## src/rtl/sdr_tmr_pkg.sv

```systemverilog
package sdr_tmr_pkg;

    // Command code on {ras_n, cas_n, we_n}
    typedef enum logic [2:0] {
        CMD_NOP = 3'b111,
        CMD_ACT = 3'b011,
        CMD_RD  = 3'b101,
        CMD_WR  = 3'b100,
        CMD_PRE = 3'b010
    } sdr_cmd_e;

    // Address bit that carries the auto-precharge request on a column command
    localparam int AP_BIT = 10;

    function automatic int imax(input int a, input int b);
        return (a > b) ? a : b;
    endfunction

endpackage

```

## src/rtl/sdr_tmr_win.sv

```systemverilog
// Precharge slot and final cycle of an access, counted from the activate.
module sdr_tmr_win
    import sdr_tmr_pkg::*;
#(
    parameter int BL    = 4,
    parameter int T_RCD = 2,
    parameter int T_RAS = 5,
    parameter int T_RC  = 7,
    parameter int T_RP  = 2,
    parameter int T_RDL = 2,
    parameter int CW    = 5
) (
    input  logic          wr,
    input  logic          cl3,
    output logic [CW-1:0] pre_at,
    output logic [CW-1:0] last_at
);
    // Read with CL=2: T_RCD + 2 + BL - 2; with CL=3: T_RCD + 3 + BL - 2
    localparam int PRE_RD2 = imax(T_RAS, T_RCD + BL);
    localparam int PRE_RD3 = imax(T_RAS, T_RCD + BL + 1);
    localparam int PRE_WR  = imax(T_RAS, T_RCD + BL - 1 + T_RDL);
    localparam int END_RD2 = imax(PRE_RD2 + T_RP, T_RC) - 1;
    localparam int END_RD3 = imax(PRE_RD3 + T_RP, T_RC) - 1;
    localparam int END_WR  = imax(PRE_WR + T_RP, T_RC) - 1;

    always_comb begin
        if (wr) begin
            pre_at  = CW'(PRE_WR);
            last_at = CW'(END_WR);
        end else if (cl3) begin
            pre_at  = CW'(PRE_RD3);
            last_at = CW'(END_RD3);
        end else begin
            pre_at  = CW'(PRE_RD2);
            last_at = CW'(END_RD2);
        end
    end
endmodule

```

## src/rtl/sdr_tmr_beat.sv

```systemverilog
// Data-phase strobes: read return window and mask placement per beat.
module sdr_tmr_beat #(
    parameter int BL    = 4,
    parameter int T_RCD = 2,
    parameter int CW    = 5
) (
    input  logic          run,
    input  logic [CW-1:0] cnt,
    input  logic          wr,
    input  logic          cl3,
    input  logic [BL-1:0] mask,
    output logic          dqm,
    output logic          rdv,
    output logic          wrb
);
    logic [CW-1:0] rd_start;
    logic [CW-1:0] msk_start;
    logic [BL-1:0] in_msk;
    logic [BL-1:0] in_rd;

    always_comb begin
        rd_start  = CW'(T_RCD) + (cl3 ? CW'(3) : CW'(2));
        // write mask has latency 0, read mask leads the data by 2
        msk_start = wr ? CW'(T_RCD) : (rd_start - CW'(2));
    end

    for (genvar k = 0; k < BL; k++) begin : g_beat
        assign in_msk[k] = (cnt == msk_start + CW'(k));
        assign in_rd[k]  = (cnt == rd_start + CW'(k));
    end

    assign dqm = run && (|(in_msk & mask));
    assign rdv = run && !wr && (|in_rd);
    assign wrb = run && wr && (|in_msk);
endmodule

```

## src/rtl/sdr_bank_timer.sv

```systemverilog
module sdr_bank_timer
    import sdr_tmr_pkg::*;
#(
    parameter int ROW_W  = 12,
    parameter int COL_W  = 9,
    parameter int BANK_W = 2,
    parameter int BL     = 4,
    parameter int T_RCD  = 2,
    parameter int T_RAS  = 5,
    parameter int T_RC   = 7,
    parameter int T_RP   = 2,
    parameter int T_RDL  = 2
) (
    input  logic              clk,
    input  logic              rst_n,
    input  logic              req_valid,
    input  logic              req_write,
    input  logic              req_autopre,
    input  logic [ROW_W-1:0]  req_row,
    input  logic [COL_W-1:0]  req_col,
    input  logic [BANK_W-1:0] req_bank,
    input  logic [BL-1:0]     req_mask,
    input  logic              cas_lat3,
    output logic              busy,
    output logic              done,
    output logic              cs_n,
    output logic              ras_n,
    output logic              cas_n,
    output logic              we_n,
    output logic [ROW_W-1:0]  addr,
    output logic [BANK_W-1:0] ba,
    output logic              dqm,
    output logic              rd_valid,
    output logic              wr_beat
);
    localparam int PRE_MAX = imax(T_RAS, imax(T_RCD + BL + 1, T_RCD + BL - 1 + T_RDL));
    localparam int END_MAX = imax(PRE_MAX + T_RP, T_RC);
    localparam int CW      = $clog2(END_MAX + 1) + 1;

    // parameter sanity, checked at elaboration
    if (T_RC < T_RAS + T_RP) begin : g_trc_bad
        $error("row cycle shorter than active time plus precharge time");
    end
    if (T_RCD < 1 || T_RDL < 1 || T_RP < 1) begin : g_gap_bad
        $error("timing gaps must be at least one clock");
    end
    if (ROW_W <= AP_BIT || COL_W > AP_BIT) begin : g_addr_bad
        $error("address widths do not leave room for the auto-precharge bit");
    end

    typedef struct packed {
        logic              wr;
        logic              ap;
        logic              cl3;
        logic [ROW_W-1:0]  row;
        logic [COL_W-1:0]  col;
        logic [BANK_W-1:0] bank;
        logic [BL-1:0]     mask;
    } fld_t;

    typedef struct packed {
        logic          run;
        logic [CW-1:0] cnt;
    } ctl_t;

    typedef struct packed {
        logic              cs_n;
        sdr_cmd_e          cmd;
        logic [ROW_W-1:0]  addr;
        logic [BANK_W-1:0] ba;
        logic              dqm;
        logic              rdv;
        logic              wrb;
        logic              done;
        logic              busy;
    } pin_t;

    localparam pin_t PIN_RST = '{cs_n: 1'b1, cmd: CMD_NOP, addr: '0, ba: '0,
                                 dqm: 1'b0, rdv: 1'b0, wrb: 1'b0, done: 1'b0, busy: 1'b0};

    fld_t f_q, f_d;
    ctl_t c_q, c_d;
    pin_t p_q, p_d;

    logic          accept;
    logic [CW-1:0] pre_at;
    logic [CW-1:0] last_at;
    logic          b_dqm, b_rdv, b_wrb;

    assign accept = req_valid && !p_q.busy;

    // request capture
    always_comb begin
        f_d = f_q;
        if (accept) begin
            f_d.wr   = req_write;
            f_d.ap   = req_autopre;
            f_d.cl3  = cas_lat3;
            f_d.row  = req_row;
            f_d.col  = req_col;
            f_d.bank = req_bank;
            f_d.mask = req_mask;
        end
    end

    sdr_tmr_win #(
        .BL(BL), .T_RCD(T_RCD), .T_RAS(T_RAS), .T_RC(T_RC),
        .T_RP(T_RP), .T_RDL(T_RDL), .CW(CW)
    ) u_win (
        .wr      (f_d.wr),
        .cl3     (f_d.cl3),
        .pre_at  (pre_at),
        .last_at (last_at)
    );

    // cycle counter from the activate
    always_comb begin
        c_d = c_q;
        if (accept) begin
            c_d.run = 1'b1;
            c_d.cnt = '0;
        end else if (c_q.run) begin
            if (c_q.cnt == last_at) begin
                c_d.run = 1'b0;
            end else begin
                c_d.cnt = c_q.cnt + 1'b1;
            end
        end
    end

    sdr_tmr_beat #(
        .BL(BL), .T_RCD(T_RCD), .CW(CW)
    ) u_beat (
        .run  (c_d.run),
        .cnt  (c_d.cnt),
        .wr   (f_d.wr),
        .cl3  (f_d.cl3),
        .mask (f_d.mask),
        .dqm  (b_dqm),
        .rdv  (b_rdv),
        .wrb  (b_wrb)
    );

    // next pin values
    always_comb begin
        p_d      = PIN_RST;
        p_d.cs_n = 1'b0;
        if (c_d.run) begin
            if (c_d.cnt == '0) begin
                p_d.cmd  = CMD_ACT;
                p_d.addr = f_d.row;
                p_d.ba   = f_d.bank;
            end else if (c_d.cnt == CW'(T_RCD)) begin
                p_d.cmd                = f_d.wr ? CMD_WR : CMD_RD;
                p_d.addr[COL_W-1:0]    = f_d.col;
                p_d.addr[AP_BIT]       = f_d.ap;
                p_d.ba                 = f_d.bank;
            end else if (c_d.cnt == pre_at && !f_d.ap) begin
                p_d.cmd = CMD_PRE;
                p_d.ba  = f_d.bank;
            end
            p_d.done = (c_d.cnt == last_at);
            p_d.busy = (c_d.cnt != last_at);
        end
        p_d.dqm = b_dqm;
        p_d.rdv = b_rdv;
        p_d.wrb = b_wrb;
    end

    always_ff @(posedge clk) begin
        if (!rst_n) begin
            f_q <= '0;
            c_q <= '0;
            p_q <= PIN_RST;
        end else begin
            f_q <= f_d;
            c_q <= c_d;
            p_q <= p_d;
        end
    end

    assign cs_n     = p_q.cs_n;
    assign ras_n    = p_q.cmd[2];
    assign cas_n    = p_q.cmd[1];
    assign we_n     = p_q.cmd[0];
    assign addr     = p_q.addr;
    assign ba       = p_q.ba;
    assign dqm      = p_q.dqm;
    assign rd_valid = p_q.rdv;
    assign wr_beat  = p_q.wrb;
    assign done     = p_q.done;
    assign busy     = p_q.busy;

    // ---------------- pin-level spacing checks ----------------
    logic [7:0] since_act_q, since_pre_q, since_wrb_q;

    function automatic logic [7:0] sat_inc(input logic [7:0] v);
        return (v == 8'hFF) ? v : v + 8'd1;
    endfunction

    always_ff @(posedge clk) begin
        if (!rst_n) begin
            since_act_q <= 8'hFF;
            since_pre_q <= 8'hFF;
            since_wrb_q <= 8'hFF;
        end else begin
            since_act_q <= (p_q.cmd == CMD_ACT) ? 8'd1 : sat_inc(since_act_q);
            since_pre_q <= (p_q.cmd == CMD_PRE) ? 8'd1 : sat_inc(since_pre_q);
            since_wrb_q <= p_q.wrb ? 8'd1 : sat_inc(since_wrb_q);
        end
    end


    rcd_gap_chk: assert property (@(posedge clk) disable iff (!rst_n)
        (p_q.cmd == CMD_RD || p_q.cmd == CMD_WR) |-> (int'(since_act_q) == T_RCD));


    ras_gap_chk: assert property (@(posedge clk) disable iff (!rst_n)
        (p_q.cmd == CMD_PRE) |-> (int'(since_act_q) >= T_RAS));


    rdl_gap_chk: assert property (@(posedge clk) disable iff (!rst_n)
        (p_q.cmd == CMD_PRE) |-> (int'(since_wrb_q) >= T_RDL));


    rc_gap_chk: assert property (@(posedge clk) disable iff (!rst_n)
        (p_q.cmd == CMD_ACT) |-> (int'(since_act_q) >= T_RC));


    rp_gap_chk: assert property (@(posedge clk) disable iff (!rst_n)
        (p_q.cmd == CMD_ACT) |-> (int'(since_pre_q) >= T_RP));


    done_pulse_chk: assert property (@(posedge clk) disable iff (!rst_n)
        done |=> !done);


    dir_excl_chk: assert property (@(posedge clk) disable iff (!rst_n)
        wr_beat |-> !rd_valid);
endmodule

```

## config.mk

```make
export PLATFORM = sky130hd
export DESIGN_NAME = sdr_bank_timer
export DESIGN_NICKNAME = d
export VERILOG_FILES = /design/src/rtl/sdr_tmr_pkg.sv /design/src/rtl/sdr_tmr_win.sv /design/src/rtl/sdr_tmr_beat.sv /design/src/rtl/sdr_bank_timer.sv
export SDC_FILE = /design/constraint.sdc
export NUM_CORES = 1
export LEC_CHECK = 0
export BUFFER_PORTS_ARGS = -buffer_cell sky130_fd_sc_hd__buf_2
export CORE_MARGIN = 2
export CORE_UTILIZATION = 40
export CTS_CLUSTER_DIAMETER = 150
export DETAILED_ROUTE_END_ITERATION = 10
export MAX_ROUTING_LAYER = met4
export PLACE_DENSITY = 0.65
export SLEW_MARGIN = 40
export SYNTH_ARGS = -nofsm -noshare
export SYNTH_HDL_FRONTEND = slang
export SYNTH_SLANG_ARGS = --single-unit
```

## constraint.sdc

```tcl
create_clock -name clk -period 3.1 [get_ports clk]
set_input_delay 0.31 -clock clk [delete_from_list [all_inputs] [get_ports clk]]
set_output_delay 0.31 -clock clk [all_outputs]
set_load 0.005 [all_outputs]
```

# Yosys cells after proc, flatten, opt, wreduce, memory -nomap -nowiden
# Index checks and enable logic that the tools add are counted.
# Widths: inputs -> output; s select.
[classes] muxes=26 bitwise=3 reduce_logical=17 addsub=9 eq_ne=13
[op_table] cell="$eq 5x5->1" count=11
[op_table] cell="$mux 30" count=1
[op_table] cell="$mux 23" count=1
[op_table] cell="$add 5x2->5 const B" count=4
[op_table] cell="$mux 5" count=4
[op_table] cell="$mux 17" count=1
[op_table] cell="$add 5x1->5 const B" count=3
[op_table] cell="$mux 6" count=2
[op_table] cell="$reduce_or 4->1" count=3
[op_table] cell="$mux 11" count=1
[op_table] cell="$mux 3" count=3
[op_table] cell="$mux 9" count=1
[op_table] cell="$mux 1" count=8
[op_table] cell="$logic_and 1x1->1" count=7
[op_table] cell="$mux 2" count=3
[op_table] cell="$add 3x5->5 const A" count=1
[op_table] cell="$eq 5x2->1 const B" count=1
[op_table] cell="$logic_not 5->1" count=1
[op_table] cell="$ne 5x5->1" count=1
[op_table] cell="$sub 5x2->5 const B" count=1
[op_table] cell="$and 4x4->4" count=1
[op_table] cell="$mux 4" count=1
[op_table] cell="$logic_not 1->1" count=3
[op_table] cell="$reduce_and 3->1" count=1
[op_table] cell="other kinds (3)" count=4
[word_totals] input_bits=33 out_inout_bits=23 reg_bits=59 word_cells=88

# Logic depth before layout (Yosys ltp)
[depth] word_depth=16 mapped_depth=11 ltp_nobuf=8

# Modules after synthesis
# From an unflattened synthesis, not the netlist that was laid out.
[unflattened] hier_cells=317 area_unflattened_um2=2821.5
[by_module_without_submodules] module="sdr_bank_timer" seq_area_each_um2=1181.1 area_each_um2=2575.0 n_inst=1 cells_per_inst=281
[by_module_without_submodules] module="sdr_tmr_beat" seq_area_each_um2=0.0 area_each_um2=168.9 n_inst=1 cells_per_inst=24
[by_module_without_submodules] module="sdr_tmr_win" seq_area_each_um2=0.0 area_each_um2=77.6 n_inst=1 cells_per_inst=12

# Worst setup path after synthesis
# No wires, ideal clock.
[synth_timing] path_type="flip-flop to flip-flop" startpoint="register c_q[1] (netlist name)" endpoint="register p_q (netlist bit we_n)" stages_incl_launch_ff=11 arrival_ps=2335 slack_ps=639 n_path_buf=2 period_less_slack_ps=2461 t_required_ps=2973 setup_time_ps=127 path_cell_list="dfxtp_1 buf_6 or2_1 or4_1 buf_2 o21ai_4 o31a_2 o21ai_2 a2111oi_4 a21oi_1 or3_1"
[synth_between] elab_chain_cells=8 elab_cells_between_ends=14 classes_between="1 x add/sub; 3 x eq/ne; 6 x mux; 1 x bitwise; 3 x reduce/logical"
[synth_rtl] element="start, declared" line_no="sdr_bank_timer.sv:82" text="ctl_t c_q, c_d;"
[synth_rtl] element="start signal, assigned" line_no="sdr_bank_timer.sv:173" text="c_q <= '0;"
[synth_rtl] element="start signal, assigned" line_no="sdr_bank_timer.sv:177" text="c_q <= c_d;"
[synth_rtl] element="$add 5x1->5 or $eq 5x5->1 (tied branches)" line_no="sdr_bank_timer.sv:126, sdr_bank_timer.sv:123"
[synth_rtl] element="$mux 5" line_no="sdr_bank_timer.sv:123" text="if (c_q.cnt == last_at) begin"
[synth_rtl] element="$mux 6 *" line_no="sdr_bank_timer.sv:122" text="end else if (c_q.run) begin"
[synth_rtl] element="$mux 6 *" line_no="sdr_bank_timer.sv:119" text="if (accept) begin"
[synth_rtl] element="$eq 5x5->1" line_no="sdr_bank_timer.sv:158" text="end else if (c_d.cnt == pre_at && !f_d.ap) begin"
[synth_rtl] element="$logic_and 1x1->1" line_no="sdr_bank_timer.sv:158"
[synth_rtl] element="$mux 3" line_no="sdr_bank_timer.sv:158"
[synth_rtl] element="$mux 3" line_no="sdr_bank_timer.sv:153" text="end else if (c_d.cnt == CW'(T_RCD)) begin"
[synth_rtl] element="end signal, assigned" line_no="sdr_bank_timer.sv:178" text="p_q <= p_d;"
[synth_rtl] element="end, declared" line_no="sdr_bank_timer.sv:83" text="pin_t p_q, p_d;"
# Mark *: on every way between the ends. The rest lies on a longest branch, timed or not.
# A chain may end at the register's enable or synchronous reset.

# Final worst setup path
[layout_timing] startpoint="register p_q (netlist bit busy)" endpoint="register p_q (netlist bit we_n)"
[layout_between] elab_chain_cells=13 elab_cells_between_ends=22 classes_between="3 x eq/ne; 12 x mux; 1 x bitwise; 6 x reduce/logical"
[layout_rtl] element="$logic_not 1->1 *" line_no="sdr_bank_timer.sv:90" text="assign accept = req_valid && !p_q.busy;"
[layout_rtl] element="$logic_and 1x1->1 *" line_no="sdr_bank_timer.sv:90"
[layout_rtl] element="$mux 30" line_no="sdr_bank_timer.sv:95" text="if (accept) begin"
[layout_rtl] element="$mux 4" line_no="sdr_tmr_win.sv:30" text="end else if (cl3) begin"
[layout_rtl] element="$mux 5" line_no="sdr_tmr_win.sv:27" text="if (wr) begin"
[layout_rtl] element="$eq 5x5->1" line_no="sdr_bank_timer.sv:123"
[layout_rtl] element="$mux 5" line_no="sdr_bank_timer.sv:123"
[layout_rtl] element="$mux 6" line_no="sdr_bank_timer.sv:122"
[layout_rtl] element="$mux 6" line_no="sdr_bank_timer.sv:119"
[layout_rtl] element="$eq 5x5->1" line_no="sdr_bank_timer.sv:158"
[layout_rtl] element="$logic_and 1x1->1" line_no="sdr_bank_timer.sv:158"
[layout_rtl] element="$mux 3" line_no="sdr_bank_timer.sv:158"
[layout_rtl] element="$mux 3" line_no="sdr_bank_timer.sv:153"
# Marks and branches as above.

==> flow_summary_export.csv <==
group,metric,value,unit
run_status,status,"completed",
power,ir_worst_vdd,0.4451,mV
synthesis,syn_area,0.002541,mm2
grt,grt_pass1_wl,10.19,mm
clocking,cts_buffers,9,
clocking,postCtsSetupBuffers,0,
critical_path,critPathArrivalTime,2.94,ns
power,power_density,573.8,mW/mm2
timing,fin_worst_skew,0.007875,ns
detailed_routing,via_count,2239,
min_path,min_path_type,"in -> reg",
critical_path,crit_path_end_kind,"flop",
synthesis,ys_types,55,
grt,first_global_vias,2100,
detailed_routing,drc,0,
critical_path,crit_type,"reg -> reg",
layout,mostFrequentLayoutCells,"dfxtp_1 (59), buf_2 (55), nor2_1 (40)",
critical_path,start_kind,"flop",
floorplan,die_x,83.71,um
synthesis,ys_async_sr_fraction,0,%
clocking,cts_tree,"done",
clocking,cts_resized,0,
critical_path,r2r_setup_slack,0.36,ns
floorplan,initial_core_util,40.72,%
place,gp_congestion,0.8870,
layout,syn_to_final_growth,23.29,%
grt,grt_use_met2,29.53,%
synthesis,synth_edf_count,0,
layout,nets,373,
timing,relSlewSlack,56.67,%
grt,grt_usage,18.72,%
grt,grt_max_degree,40,
synthesis,ys_warn_count,0,
floorplan,coreArea,0.006241,mm2
timing,worst_pin_slew,0.6491,ns
synthesis,synth_seq_area_share,46.48,%
detailed_routing,wirelength,6.250,mm
place,place_worst_setup_slack,0.1621,ns
detailed_routing,ant_nets,0,
synthesis,ys_ff_latch,59,
grt,met3_usage,4.154,%
power,p_leak,1.402,nW
timing,slew_viol_final,0,
floorplan,dieArea,0.007007,mm2
layout,drive_above_1_share,26.74,%
detailed_routing,wire_per_inst,14.85,um
timing,layout_setup_ws,0.3623,ns
grt,use_met1,23.58,%
flow_run,maxCapViolCount,0,
floorplan,ios,56,
place,dp_hpwl,4.522,mm
layout,n_antenna_cell,0,
synthesis,synth_flop_cell,"dfxtp_1",
timing,finalHoldViolCount,0,
synthesis,syn_nets,314,
clocking,clk-insertion-delay-late,0.32,ns
clocking,clock_path_buffers,2,
critical_path,crit_fanout,7,
place,portBuffers,55,
timing,setup-violations-final,0,
timing,rsz0062_at_grt,"false",
detailed_routing,viasPerCell,5.318,
clocking,hold_buffers,0,
floorplan,fp-row-count,29,
timing,finalCritPeriodShare,88.31,%
grt,busiest_layer,"met2",
detailed_routing,first_pass_iters,5,
detailed_routing,drt_iter0_markers,159,
clocking,cts.sinks,59,
layout,mostFrequentLayoutCell,"dfxtp_1",
timing,final.min_clock_period,2.738,ns
clocking,clkTransAtPathRegs,0.07,ns
grt,grt_antenna_before_repair,0,
floorplan,die_y,83.71,um
clocking,h-tree-depth,3,
grt,gr-total-overflow,0,
synthesis,synth.avg_cell_area,9.076,um2
synthesis,synthCells,280,
timing,fin_setup_tns,0,ns
critical_path,cp.required,3.31,ns
clocking,clock-root-buffer,"clkbuf_8",
timing,max_freq,365.3,MHz
==> synth_stat cells, drive strengths merged (2+ instances only) <==
| master | instances | area [um2] |
|---|---|---|
| nor2 | 40 | 150.1 |
| dfxtp | 59 | 1181 |
| nand4 | 6 | 37.54 |
| nor3b | 2 | 20.02 |
| o311ai | 2 | 17.52 |
| nor2b | 3 | 18.77 |
| or3 | 2 | 12.51 |
| buf | 7 | 46.29 |
| o211ai | 5 | 37.54 |
| mux2i | 26 | 260.3 |
| a21oi | 15 | 75.07 |
| clkbuf | 11 | 41.29 |
| nand2b | 3 | 18.77 |
| and2 | 2 | 12.51 |
| nor3 | 3 | 15.01 |
| inv | 7 | 26.28 |
| o32ai | 2 | 36.29 |
| a31oi | 2 | 12.51 |
| o21ai | 12 | 75.07 |
| nand2 | 27 | 103.9 |
| nand3 | 9 | 45.04 |
| o22ai | 10 | 62.56 |
==> where the power goes <==
group / internal, mW / total (mW) / switching [mW]
clock: 0.475 / 0.761 / 0.285
sequential: 0.797 / 0.815 / 0.0171
combinational: 0.0915 / 0.222 / 0.131
total: 1.36 / 1.80 / 0.433
==> routing by layer <==
metal | vias up | wire length [um] | part of all wire [%]
met3 | 6 | 253 | 4.0
met4 | 0 | 91 | 1.5
li1 | 1118 | - | -
met1 | 1062 | 2885 | 46
met2 | 53 | 3020 | 48
met5 | - | 0 | 0
==> critical path, stage by stage (launching register included) <==
cell,delay (ns)
dfxtp_1,0.33
nor4b_1,0.54
a21o_1,0.32
o21ai_4,0.13
nor4_1,0.31
o21ai_2,0.17
a2111oi_4,0.44
a21oi_1,0.07
or3_1,0.31
==> flip-flops by register name (all words and copies together), names as in the netlist <==
name and cells:
f_q 30, addr 12, c_q 6, ba 2, busy 1, cas_n 1
cs_n 1, done 1, dqm 1, ras_n 1, rd_valid 1, we_n 1
wr_beat 1
==> cell families (layout without fill, tap and decap cells) <==
| family | after synthesis | in the layout | share of synthesized area [%] |
|---|---|---|---|
| and+or+nand+nor | 102 | 102 | 18.56 |
| AOI/OAI and AO/OA | 65 | 65 | 19.06 |
| DFF | 59 | 59 | 46.48 |
| muxes | 26 | 26 | 10.24 |
| buffers and inverters | 25 | 89 | 4.481 |
| xor gates and xnor gates | 2 | 2 | 0.6894 |
| adders and majority gates | 1 | 1 | 0.4923 |
==> cell type report <==
type                    instances  area (um2)
fillers                       601        3108
multi-input cells             196        1252
flip-flops and latches         59        1181
repair buffers                 66       357.8
clock buffers                  12       145.1
well taps                      77       96.34
clock inverters                 4       73.82
inverters                       7       26.28
==> per-stage QoR <==
stage               instance area (um2)  hold WS (ns)  total power, mW  utilization, %  cells
finish                             3133        0.2410            1.798           50.20    421
global route                       3133        0.2338            1.875           50.20    421
CTS                                3129        0.2306            1.812           50.14    421
detailed placement                 2910        0.4567            1.052           46.63    405
global placement                   2910        0.4501            1.052           46.63    405
floorplan                          2541        0.4317           0.9750               -    280
==> path summary, 6_finish.rpt <==
check             startpoint      end  cells after the start
setup / recovery        busy     we_n                      8
hold / removal    req_row[2]  f_q[17]                      3
setup reg to reg        busy     we_n                      8
hold reg to reg       f_q[2]   f_q[2]                      2
(Power assumes the default switching activity.)
